$ cat src/rtl/rtg_pkg.sv
package rtg_pkg;

  // Segment order inside one axis; the order is behaviour, not layout.
  localparam int SEGS = 4;
  localparam int AXES = 2;
  localparam int NREG = SEGS * AXES;

  typedef enum logic [1:0] {
    SEG_ACT   = 2'd0,
    SEG_FRONT = 2'd1,
    SEG_SYNC  = 2'd2,
    SEG_BACK  = 2'd3
  } seg_e;

  // Register address is {axis, segment}.
  typedef enum logic {
    AX_H = 1'b0,
    AX_V = 1'b1
  } axis_e;

endpackage

$ cat src/rtl/rtg_regs.sv
module rtg_regs
  import rtg_pkg::*;
#(
  parameter int LEN_W  = 12,
  parameter int ADDR_W = 3,
  parameter logic [NREG-1:0][LEN_W-1:0] RST_SET = '0
) (
  input  logic                       clk,
  input  logic                       rst,
  input  logic                       wr_en,
  input  logic [ADDR_W-1:0]          wr_addr,
  input  logic [LEN_W-1:0]           wr_data,
  input  logic                       frame_load,
  output logic [NREG-1:0][LEN_W-1:0] live
);

  logic [NREG-1:0][LEN_W-1:0] pend;

  // Pending bank takes writes; live bank copies it only at frame end.
  always_ff @(posedge clk) begin
    if (rst) begin
      pend <= RST_SET;
      live <= RST_SET;
    end else begin
      for (int i = 0; i < NREG; i++) begin
        if (wr_en && (wr_addr == ADDR_W'(i))) begin
          pend[i] <= wr_data;
        end
        if (frame_load) begin
          live[i] <= pend[i];
        end
      end
    end
  end

endmodule

$ cat src/rtl/rtg_axis.sv
module rtg_axis
  import rtg_pkg::*;
#(
  parameter int LEN_W = 12,
  parameter int CNT_W = LEN_W + 2
) (
  input  logic                       clk,
  input  logic                       rst,
  input  logic                       step,
  input  logic [SEGS-1:0][LEN_W-1:0] len,
  output logic [LEN_W-1:0]           pos,
  output logic                       last,
  output logic                       in_act,
  output logic                       in_sync
);

  logic [CNT_W-1:0] cnt;
  logic [CNT_W-1:0] end_act;
  logic [CNT_W-1:0] end_front;
  logic [CNT_W-1:0] end_sync;
  logic [CNT_W-1:0] total;

  // Segment boundaries as running sums of the live lengths.
  always_comb begin
    end_act   = CNT_W'(len[SEG_ACT]);
    end_front = end_act   + CNT_W'(len[SEG_FRONT]);
    end_sync  = end_front + CNT_W'(len[SEG_SYNC]);
    total     = end_sync  + CNT_W'(len[SEG_BACK]);
  end

  assign last    = (cnt + CNT_W'(1)) >= total;
  assign in_act  = cnt < end_act;
  assign in_sync = (cnt >= end_front) && (cnt < end_sync);
  assign pos     = in_act ? cnt[LEN_W-1:0] : '0;

  always_ff @(posedge clk) begin
    if (rst) begin
      cnt <= '0;
    end else if (step) begin
      cnt <= last ? '0 : cnt + CNT_W'(1);
    end
  end

endmodule

$ cat src/rtl/rtg_outreg.sv
module rtg_outreg #(
  parameter int LEN_W     = 12,
  parameter bit SYNC_HIGH = 1'b1
) (
  input  logic             clk,
  input  logic             rst,
  input  logic [LEN_W-1:0] h_pos,
  input  logic [LEN_W-1:0] v_pos,
  input  logic             h_act,
  input  logic             v_act,
  input  logic             h_sync,
  input  logic             v_sync,
  output logic             hsync,
  output logic             vsync,
  output logic             de,
  output logic [LEN_W-1:0] x,
  output logic [LEN_W-1:0] y
);

  logic de_nxt;
  assign de_nxt = h_act & v_act;

  always_ff @(posedge clk) begin
    if (rst) begin
      hsync <= ~SYNC_HIGH;
      vsync <= ~SYNC_HIGH;
      de    <= 1'b0;
      x     <= '0;
      y     <= '0;
    end else begin
      hsync <= h_sync ? SYNC_HIGH : ~SYNC_HIGH;
      vsync <= v_sync ? SYNC_HIGH : ~SYNC_HIGH;
      de    <= de_nxt;
      x     <= de_nxt ? h_pos : '0;
      y     <= de_nxt ? v_pos : '0;
    end
  end

endmodule

$ cat src/rtl/raster_timing_gen.sv
module raster_timing_gen
  import rtg_pkg::*;
#(
  parameter int LEN_W     = 12,
  parameter int H_ACT     = 1920,
  parameter int H_FRONT   = 205,
  parameter int H_SYNC    = 50,
  parameter int H_BACK    = 255,
  parameter int V_ACT     = 1080,
  parameter int V_FRONT   = 2,
  parameter int V_SYNC    = 55,
  parameter int V_BACK    = 2,
  parameter bit SYNC_HIGH = 1'b1
) (
  input  logic             clk,
  input  logic             rst,
  input  logic             wr_en,
  input  logic [2:0]       wr_addr,
  input  logic [LEN_W-1:0] wr_data,
  output logic             hsync,
  output logic             vsync,
  output logic             de,
  output logic [LEN_W-1:0] x,
  output logic [LEN_W-1:0] y
);

  localparam int CNT_W  = LEN_W + 2;
  localparam int ADDR_W = $clog2(NREG);
  localparam logic [NREG-1:0][LEN_W-1:0] RST_SET = {
    LEN_W'(V_BACK), LEN_W'(V_SYNC), LEN_W'(V_FRONT), LEN_W'(V_ACT),
    LEN_W'(H_BACK), LEN_W'(H_SYNC), LEN_W'(H_FRONT), LEN_W'(H_ACT)
  };

  logic [NREG-1:0][LEN_W-1:0] live;
  logic [AXES-1:0][LEN_W-1:0] pos;
  logic [AXES-1:0]            last;
  logic [AXES-1:0]            in_act;
  logic [AXES-1:0]            in_sync;
  logic [AXES-1:0]            step;
  logic                       frame_load;

  assign step[AX_H] = 1'b1;
  assign step[AX_V] = last[AX_H];
  assign frame_load = last[AX_H] & last[AX_V];

  rtg_regs #(
    .LEN_W  (LEN_W),
    .ADDR_W (ADDR_W),
    .RST_SET(RST_SET)
  ) u_regs (
    .clk       (clk),
    .rst       (rst),
    .wr_en     (wr_en),
    .wr_addr   (wr_addr),
    .wr_data   (wr_data),
    .frame_load(frame_load),
    .live      (live)
  );

  // One counter per axis; the vertical one advances on horizontal wrap.
  generate
    for (genvar a = 0; a < AXES; a++) begin : g_axis
      rtg_axis #(
        .LEN_W(LEN_W),
        .CNT_W(CNT_W)
      ) u_axis (
        .clk    (clk),
        .rst    (rst),
        .step   (step[a]),
        .len    (live[a*SEGS +: SEGS]),
        .pos    (pos[a]),
        .last   (last[a]),
        .in_act (in_act[a]),
        .in_sync(in_sync[a])
      );
    end
  endgenerate

  rtg_outreg #(
    .LEN_W    (LEN_W),
    .SYNC_HIGH(SYNC_HIGH)
  ) u_out (
    .clk   (clk),
    .rst   (rst),
    .h_pos (pos[AX_H]),
    .v_pos (pos[AX_V]),
    .h_act (in_act[AX_H]),
    .v_act (in_act[AX_V]),
    .h_sync(in_sync[AX_H]),
    .v_sync(in_sync[AX_V]),
    .hsync (hsync),
    .vsync (vsync),
    .de    (de),
    .x     (x),
    .y     (y)
  );

endmodule

$ cat config.mk
export PLATFORM = sky130hd
export DESIGN_NAME = raster_timing_gen
export DESIGN_NICKNAME = d
export VERILOG_FILES = /design/src/rtl/rtg_pkg.sv /design/src/rtl/rtg_regs.sv /design/src/rtl/rtg_axis.sv /design/src/rtl/rtg_outreg.sv /design/src/rtl/raster_timing_gen.sv
export SDC_FILE = /design/constraint.sdc
export NUM_CORES = 1
export LEC_CHECK = 0
export BUFFER_PORTS_ARGS = -buffer_cell sky130_fd_sc_hd__buf_4
export CAP_MARGIN = 0
export CORE_MARGIN = 2
export CORE_UTILIZATION = 65
export CTS_CLUSTER_SIZE = 16
export DETAILED_ROUTE_END_ITERATION = 16
export HOLD_SLACK_MARGIN = 0.06
export PLACE_DENSITY = 0.81
export SLEW_MARGIN = 20
export SYNTH_ARGS = -nofsm -noshare
export SYNTH_HDL_FRONTEND = slang
export SYNTH_SLANG_ARGS = --single-unit
$ cat constraint.sdc
create_clock -name clk -period 16.9 [get_ports clk]
set_clock_uncertainty 0.15 [all_clocks]
set_input_delay 0 -clock clk [delete_from_list [all_inputs] [get_ports clk]]
set_output_delay 0 -clock clk [all_outputs]
set_load 0.01 [all_outputs]
# Yosys cells after proc, flatten, opt, wreduce, memory -nomap -nowiden
# Cells that the tools add are included.
[word_totals]
input_bits = 18
wordCells = 68
ff_bits = 247
out_inout_bits = 27
[classes]
reduce_logical = 14
eq_ne = 7
add_sub_neg = 8
n_mux = 3
n_bitwise = 5
order_cmp = 8
[ops]
columns = ["op", "n"]
rows = [
  ["14-bit by 12-bit adder with 14-bit output", 4],
  ["14-bit greater-or-equal comparator", 4],
  ["14-bit by 1-bit adder with 14-bit output (second input constant)", 2],
  ["14-bit by 12-bit < comparator with 1-bit output", 2],
  ["14-bit < comparator", 2],
  ["12-bit by 12-bit adder with 13-bit output", 2],
  ["14-bit two-way mux", 1],
  ["3-bit == test (second input constant)", 4],
  ["1-bit logical AND", 10],
  ["3-bit by 2-bit == test with 1-bit output (second input constant)", 2],
  ["3-bit OR reduction", 2],
  ["3-bit by 1-bit == test with 1-bit output (second input constant)", 1],
  ["3-bit logical NOT", 1],
  ["1-bit inverter", 3],
  ["1-bit AND", 2],
  ["1-bit two-way mux", 2],
  ["2-bit OR reduction", 1],
]

# Longest topological paths before layout
# Gate-level depths: netlist of run 1.
[logic_depth]
ltp_word = 5
mapped_depth = 33
ltp_nobuf = 30

# Modules after synthesis
# From an unflattened synthesis of run 1, not the netlist that was laid out.
[hier_totals]
hier_cells = 1664
area_unflattened_um2 = 15489.9
[modules_own_cells]
columns = ["mod", "seq_area_each_um2", "area_per_inst_um2", "n_inst", "cells_each"]
rows = [
  ["rtg_regs", 3843.7, 7267.0, 1, 662],
  ["rtg_axis (g_axis[1].u_axis)", 280.3, 3752.3, 1, 485],
  ["rtg_axis (g_axis[0].u_axis)", 280.3, 3616.0, 1, 455],
  ["rtg_outreg", 540.5, 844.6, 1, 60],
  ["raster_timing_gen", 0.0, 10.0, 1, 2],
]

# Least setup slack after synthesis of run 1
# OpenSTA, ideal clock, no wires.
[synth_path]
kind = "reg-to-reg"
startpoint = "register u_regs.live[48] in the netlist's numbering"
endpoint = "register u_regs.live[58] in the netlist's numbering"
path_stages_with_launch = 32
path_slack_ns = 10.897
setup_ns = 0.122
period_less_slack_ns = 6.003
arrival_ns = 5.731
path_buffers = 3
t_required_ns = 16.628
path_cell_list = "dfxtp_1 ha_1 inv_1 fa_1 nor2b_1 o21ai_0 nand2b_1 xor2_1 ha_1 a21oi_1 nand2_1 a31oi_1 o21ai_0 xor2_1 ha_1 and3_1 a221oi_1 o221ai_1 o21ai_0 a21oi_1 mux2_2 a22oi_1 ha_1 nand4_1 nor2_1 a21oi_1 o211ai_1 a21o_1 buf_2 buf_2 buf_6 a311o_1"
[synth_via]
elab_chain_cells = 5
[synth_lines]
columns = ["element", "line", "source"]
rows = [
  ["from (decl)", "rtg_regs.sv:14", "output logic [NREG-1:0][LEN_W-1:0] live"],
  ["from (signal, indexed assignment)", "rtg_regs.sv:30", "live[i] <= pend[i];"],
  ["12-bit by 12-bit adder with 13-bit output", "rtg_axis.sv:26", "end_front = end_act + CNT_W'(len[SEG_FRONT]);"],
  ["14-bit by 12-bit adder with 14-bit output", "rtg_axis.sv:27", "end_sync = end_front + CNT_W'(len[SEG_SYNC]);"],
  ["14-bit by 12-bit adder with 14-bit output", "rtg_axis.sv:28", "total = end_sync + CNT_W'(len[SEG_BACK]);"],
  ["14-bit greater-or-equal comparator", "rtg_axis.sv:31", "assign last = (cnt + CNT_W'(1)) >= total;"],
  ["1-bit AND", "raster_timing_gen.sv:44", "assign frame_load = last[AX_H] & last[AX_V];"],
]
# No other way between the ends.
# A chain may end at the register's enable or synchronous reset.

# Worst setup path in the final report of run 1
[layout_path]
startpoint = "register u_regs.live[48] in the netlist's numbering"
endpoint = "register u_regs.live[9] in the netlist's numbering"
# Same word-level chain as after synthesis.

==> results of run 1 <==
## worst paths after layout
path / depth (start not counted) / endpoint / start
setup / recovery: 30 / u_regs.live[9] / u_regs.live[48]
hold / removal: 4 / u_regs.pend[25] / wr_data[1]
setup reg to reg: 30 / u_regs.live[9] / u_regs.live[48]
hold reg to reg: 2 / u_regs.pend[81] / u_regs.pend[81]
## report_power, final
| group | total [mW] | switching, mW | internal, mW |
|---|---|---|---|
| clock | 0.594 | 0.240 | 0.353 |
| sequential | 0.595 | 0.00567 | 0.589 |
| combinational | 0.0447 | 0.0287 | 0.0160 |
## stage by stage
| stage | std cells | area, um^2 |
|---|---|---|
| 3_5_place_dp | 2013 | 14960 |
| 4_1_cts | 2082 | 16100 |
| 6_report | 2082 | 16100 |
| 2_1_floorplan | 1785 | 14640 |
| 3_3_place_gp | 2013 | 14960 |
| 5_1_grt | 2082 | 16100 |
## cell type report
| cell class | instances | share of cell area |
|---|---|---|
| clock inverter | 10 | 0.01018 |
| timing repair buffer | 74 | 0.03809 |
| multi-input combinational | 1346 | 0.5562 |
| inverter | 89 | 0.02075 |
| sequential | 247 | 0.3072 |
| tap | 280 | 0.02176 |
| clock buffer | 36 | 0.04586 |
## tightest hold or removal path, delay by kind of cell
kind                   cells  cell delay (ps)
AND/OR/NAND/NOR            2              130
buffers and inverters      2              680
## state kept, by name (all words and copies together), names as in the netlist
name	cells
u_regs.live	96
u_out.hsync	1
g_axis.u_axis.cnt	28
u_out.de	1
u_out.y	12
u_out.x	12
u_out.vsync	1
u_regs.pend	96
## metal layers
layer  vias to the layer above  part of all wire
li1                       6251                 -
met1                      6043              0.45
met2                       595              0.43
met3                        70             0.091
met4                         0             0.029
met5                         -                 0
## cell usage in the layout (no fill, tap or decap), types with 6 or more instances in the layout
master / Yosys / layout
nor2b_1: 17 / 17
o21bai_1: 9 / 9
and2_2: 14 / 14
ha_1: 178 / 178
inv_1: 89 / 89
o21a_1: 8 / 8
and3_1: 43 / 43
nand2b_1: 25 / 25
nor3_1: 19 / 17
and2_1: 18 / 18
nand2_1: 239 / 239
o21ai_0: 104 / 104
a311o_1: 13 / 13
a21o_1: 63 / 61
nand3_1: 131 / 131
o211ai_1: 6 / 6
a211o_1: 22 / 22
fa_1: 6 / 6
a21oi_1: 211 / 210
clkbuf_16: 0 / 26
xor2_1: 41 / 41
buf_4: 1 / 51
xnor2_1: 53 / 53
dfxtp_1: 247 / 247
a31oi_1: 7 / 7
nor2_1: 46 / 46
dlygate4sd3_1: 0 / 23
nand4_1: 15 / 15
a211oi_1: 11 / 11
## cell families after synthesis
family,synth area share
muxes,0.001453
adders and majority gates,0.1603
xor gates and xnor gates,0.05624
DFF,0.3378
buffers and inverters,0.05368
AOI/OAI and AO/OA,0.2012
and+or+nand+nor,0.1893
==> flow_summary.json, run 1 <==
{
  "rsz0062_at_grt": "false",
  "via_per_inst": 6.224,
  "seqCellArea_um2": 4945,
  "multiInputGateArea_um2": 8952,
  "hpwl_um": 26540,
  "area_growth_pct": 9.957,
  "top_usage_layer": "met2",
  "utilization": 0.7330,
  "path_clk_slew_ps": 60,
  "synth_common_cells": "247 x dfxtp_1, 239 x nand2_1, 211 x a21oi_1",
  "synth.distinct_cells": 61,
  "ff2ff_setup_slack_ps": 9230,
  "yosysWarnings": 0,
  "synth_edf_count": 0,
  "core_um2": 21960,
  "antenna_left": 0,
  "dp_worst_setup_slack_ps": 9422,
  "cap_violations": 0,
  "cts_resized": 0,
  "hold_viol": 0,
  "fillers": 1689,
  "cp-end-kind": "flip-flop",
  "synth_nets": 1987,
  "ios": 45,
  "min_period_over_period": 0.4541,
  "synth_cells": 1785,
  "placementRows": 54,
  "gr-total-overflow": 0,
  "worstMarginPinSlew_ps": 959.3,
  "path_buf_inv": 2,
  "crit_fanout": 92,
  "ys_seq_area_frac": 0.3378,
  "antenna_found_initial": 0,
  "critPathKind": "reg -> reg",
  "diodes": 0,
  "worstSetupStartpointType": "flip-flop",
  "critical_path.top_delay_family": "compound AO/OA/AOI/OAI gates",
  "first_pass_iters": 5,
  "hold_buffers": 23,
  "cts.htree.levels": 1,
  "route.detailed.wl_per_inst_um": 18.02,
  "gr-usage-met1": 0.4563,
  "min-delay-path-class": "in -> reg",
  "drive_gt1_frac": 0.06715,
  "slew_headroom": 0.3581,
  "setup_tns_ps": 0,
  "maxSlewViolCount": 0,
  "cts_root_buffer": "clkbuf_16",
  "synth_largest_area_cell": "dfxtp_1",
  "dr.first_iter.drc_count": 1321,
  "synth_most_common_cell": "dfxtp_1",
  "cts_made_buffers": 26,
  "finalSetupViolCount": 0,
  "insertion_delay_ps": 550,
  "met3_usage": 0.03833,
  "vdd_drop_max_mv": 0.07743,
  "cp.required_ps": 17180,
  "outcome": "completed",
  "use_met2": 0.4638,
  "synth_top_area_frac": 0.3378,
  "fin_hold_ws_ps": 150.7,
  "synth.avg_cell_area_um2": 8.201,
  "synth_area_um2": 14640,
  "fin_crit_ps": 7674,
  "port_buffers": 44,
  "fin_nets": 1986,
  "cts_num_sinks": 247,
  "via_count": 12960,
  "dieArea_um2": 23740,
  "power_density_nw_per_um2": 76.61,
  "grt_max_degree": 93,
  "cpMaxStageDelayCell": "buf_4",
  "cts_setup_buffers": 0,
  "fp.dieH_um": 154.1,
  "clock_path_buffers": 3,
  "grt_pass1_vias": 11690,
  "setup_ws_ps": 9226,
  "ys_seq_elements": 247,
  "cp.arrival_ps": 7960,
  "max_freq_mhz": 130.3,
  "leakage_nw": 7.311,
  "p_total_mw": 1.233,
  "cts_tree": "yes",
  "die_w_um": 154.1,
  "slowest_delay_ps": 790,
  "drc_errors": 0,
  "drt-total-wl_um": 37530,
  "synthArstFlopShare": 0,
  "start_util": 0.6667,
  "grt_pass1_wl_um": 59400,
  "synth-main-ff-cell": "dfxtp_1",
  "synth.area.top_cells": "dfxtp_1 34%, ha_1 15%, a21oi_1 7.2%",
  "routabilityCongestion": 0.9071,
  "track_usage": 0.3074
}
Note: power is estimated with default switching activity, not from simulation.
==> inputs of run 2 (changes only) <==
ABC_AREA = 1   (was unset)
CORE_UTILIZATION = 64   (was 65)
PLACE_DENSITY = 0.8   (was 0.81)
clock period = 7.6 ns   (was 16.9 ns; I/O delays follow)
==> flow_summary.json, run 2 <==
{
  "drt-total-wl_um": 40840,
  "ys_seq_area_frac": 0.3179,
  "cap_violations": 0,
  "yosys.area_share.simple": 0.2618,
  "route.detailed.wl_per_inst_um": 15.78,
  "cts_num_sinks": 247,
  "antenna_found_initial": 0,
  "placementRows": 57,
  "leakage_nw": 8.405,
  "synth_top_family_by_area": "simple AND/OR/NAND/NOR gates",
  "fp.dieH_um": 159.9,
  "synth.area.top_cells": "dfxtp_1 32%, ha_1 14%, nand2_1 11%",
  "via_count": 14330,
  "maxSlewViolCount": 0,
  "grt_pass1_vias": 13260,
  "cp.required_ps": 7900,
  "routabilityCongestion": 0.9615,
  "insertion_delay_ps": 560,
  "cpMaxStageDelayCell": "buf_4",
  "yosysWarnings": 0,
  "synth_compound_area_frac": 0.1224,
  "hpwl_um": 30420,
  "worstSetupStartpointType": "flip-flop",
  "cp-end-kind": "flip-flop",
  "power_density_nw_per_um2": 163.3,
  "area_growth_pct": 9.710,
  "dr.first_iter.drc_count": 1299,
  "synthXorXnorAreaFrac": 0.04280,
  "rsz0062_at_grt": "false",
  "synth.distinct_cells": 43,
  "cts_made_buffers": 26,
  "synth.avg_cell_area_um2": 7.003,
  "dp.cells": 2518,
  "cp.arrival_ps": 7190,
  "core_um2": 24110,
  "finalSetupViolCount": 0,
  "ys_seq_elements": 247,
  "place_area_um2": 15920,
  "cpMostUsedCell": "nand3_1",
  "setup_tns_ps": 0,
  "track_usage": 0.3128,
  "setup_ws_ps": 713.6,
  "fin_crit_ps": 6886,
  "synth_top_area_frac": 0.3179,
  "path_clk_slew_ps": 60,
  "grt_pass1_wl_um": 65690,
  "worstMarginPinSlew_ps": 1025,
  "synth_edf_count": 0,
  "synthAdderAreaFrac": 0.1509,
  "diodes": 0,
  "synth_cells": 2221,
  "clock_path_buffers": 3,
  "via_per_inst": 5.537,
  "synth_largest_area_cell": "dfxtp_1",
  "slew_headroom": 0.3166,
  "final_common_cell": "nand2_1",
  "max_freq_mhz": 145.2,
  "drc_errors": 0,
  "antenna_left": 0,
  "ios": 45,
  "layout_common_cells": "466 x nand2_1, 305 x inv_1, 247 x dfxtp_1",
  "slowest_delay_ps": 770,
  "synth_most_common_cell": "nand2_1",
  "fin_hold_ws_ps": 130.5,
  "synth_common_cells": "466 x nand2_1, 306 x inv_1, 247 x dfxtp_1",
  "die_w_um": 159.9,
  "min-delay-path-class": "in -> reg",
  "instances_no_fill": 2588,
  "cts_tree": "yes",
  "critPathKind": "reg -> reg",
  "cts.htree.levels": 1,
  "fin_nets": 2447,
  "synth_area_um2": 15550,
  "crit_fanout": 96,
  "grt_max_degree": 108,
  "reg.largest.list": "u_regs.live: 96 flops, u_regs.pend: 96 flops, g_axis.u_axis.cnt: 28 flops",
  "vdd_drop_max_mv": 0.2891,
  "outcome": "completed",
  "synthArstFlopShare": 0,
  "cts_root_buffer": "clkbuf_16",
  "dp_worst_setup_slack_ps": 763.8,
  "cts_resized": 0,
  "port_buffers": 44,
  "gr-total-overflow": 0,
  "finish.instance_area_um2": 17060,
  "first_pass_iters": 8,
  "drive_gt1_frac": 0.04814,
  "synth_nets": 2423,
  "synth-main-ff-cell": "dfxtp_1",
  "min_period_over_period": 0.9061,
  "hold_viol": 0,
  "muxShareOfSynthArea": 0,
  "dieArea_um2": 25560,
  "start_util": 0.6452
}
==> run 2: changes by cell type in the layout (fill, tap and decap cells not counted), sizes merged, moves of 21 or more <==
| cell | before | now |
|---|---|---|
| nand3 | 131 | 230 |
| inv | 90 | 309 |
| a211o | 22 | 1 |
| and3 | 44 | 0 |
| and2 | 32 | 1 |
| nor2 | 46 | 210 |
| a21o | 63 | 6 |
| xnor2 | 53 | 26 |
| nand2 | 239 | 468 |
| nand2b | 25 | 0 |
==> run 2: cell families after synthesis <==
| group | Yosys count |
|---|---|
| simple gates | 963 |
| buf+inv | 387 |
| compound gates | 364 |
| flops | 247 |
| fa+ha+maj | 184 |
| xor+xnor | 76 |
==> run 2: cell type report <==
type,instances,area [um^2]
flip-flops and latches,247,4945
well taps,324,405.4
fillers,2088,7042
clock buffers,36,748.2
multi-input cells,1587,8997
clock inverters,11,167.7
repair buffers,74,638.1
inverters,309,1162
==> run 2: path summary, 6_finish.rpt <==
path	start	endpoint	slack (ps)	cells past startpoint
min	rst	g_axis[1].u_axis.cnt[2]	130	3
max	u_regs.live[48]	u_regs.live[31]	710	30
min reg2reg	u_regs.pend[47]	u_regs.pend[47]	300	2
max reg2reg	u_regs.live[48]	u_regs.live[31]	710	30
==> run 2: where the power goes <==
part	internal [mW]	switching [mW]
Clock	0.796	0.545
Combinational	0.0407	0.0782
Sequential	1.32	0.0110
Total	2.15	0.634
==> run 2: timing repair <==
| item | 4_1_cts | 5_1_grt |
|---|---|---|
| endpoints found under the setup margin | 0 | 0 |
| hold buffers | 23 | 0 |
| hold endpoints to repair | 124 | 0 |
| buffers inserted | 0 | 0 |
==> run 2: metrics by stage <==
stage,power (mW),utilization
floorplan,1.422,-
global placement,1.459,0.6603
finish,2.787,0.7079
CTS,2.793,0.7079
global route,2.865,0.7079
detailed placement,1.462,0.6603
==> run 2: per-layer routing <==
layer,vias to the layer above,wire (um),global-route usage
li1,7269,-,-
met1,6554,19170,0.4508
met2,428,17910,0.5004
met3,78,2661,0.03117
met4,0,1105,0.08763
met5,-,0,0
==> run 2: critical path: cells and delay by family, from the launching register on <==
family / cells / cell delay, ps
and+or+nand+nor: 14 / 2190
AOI/OAI and AO/OA: 3 / 710
adders and majority gates: 5 / 1620
xor gates and xnor gates: 3 / 620
buffers and inverters: 5 / 1080
DFF: 1 / 380
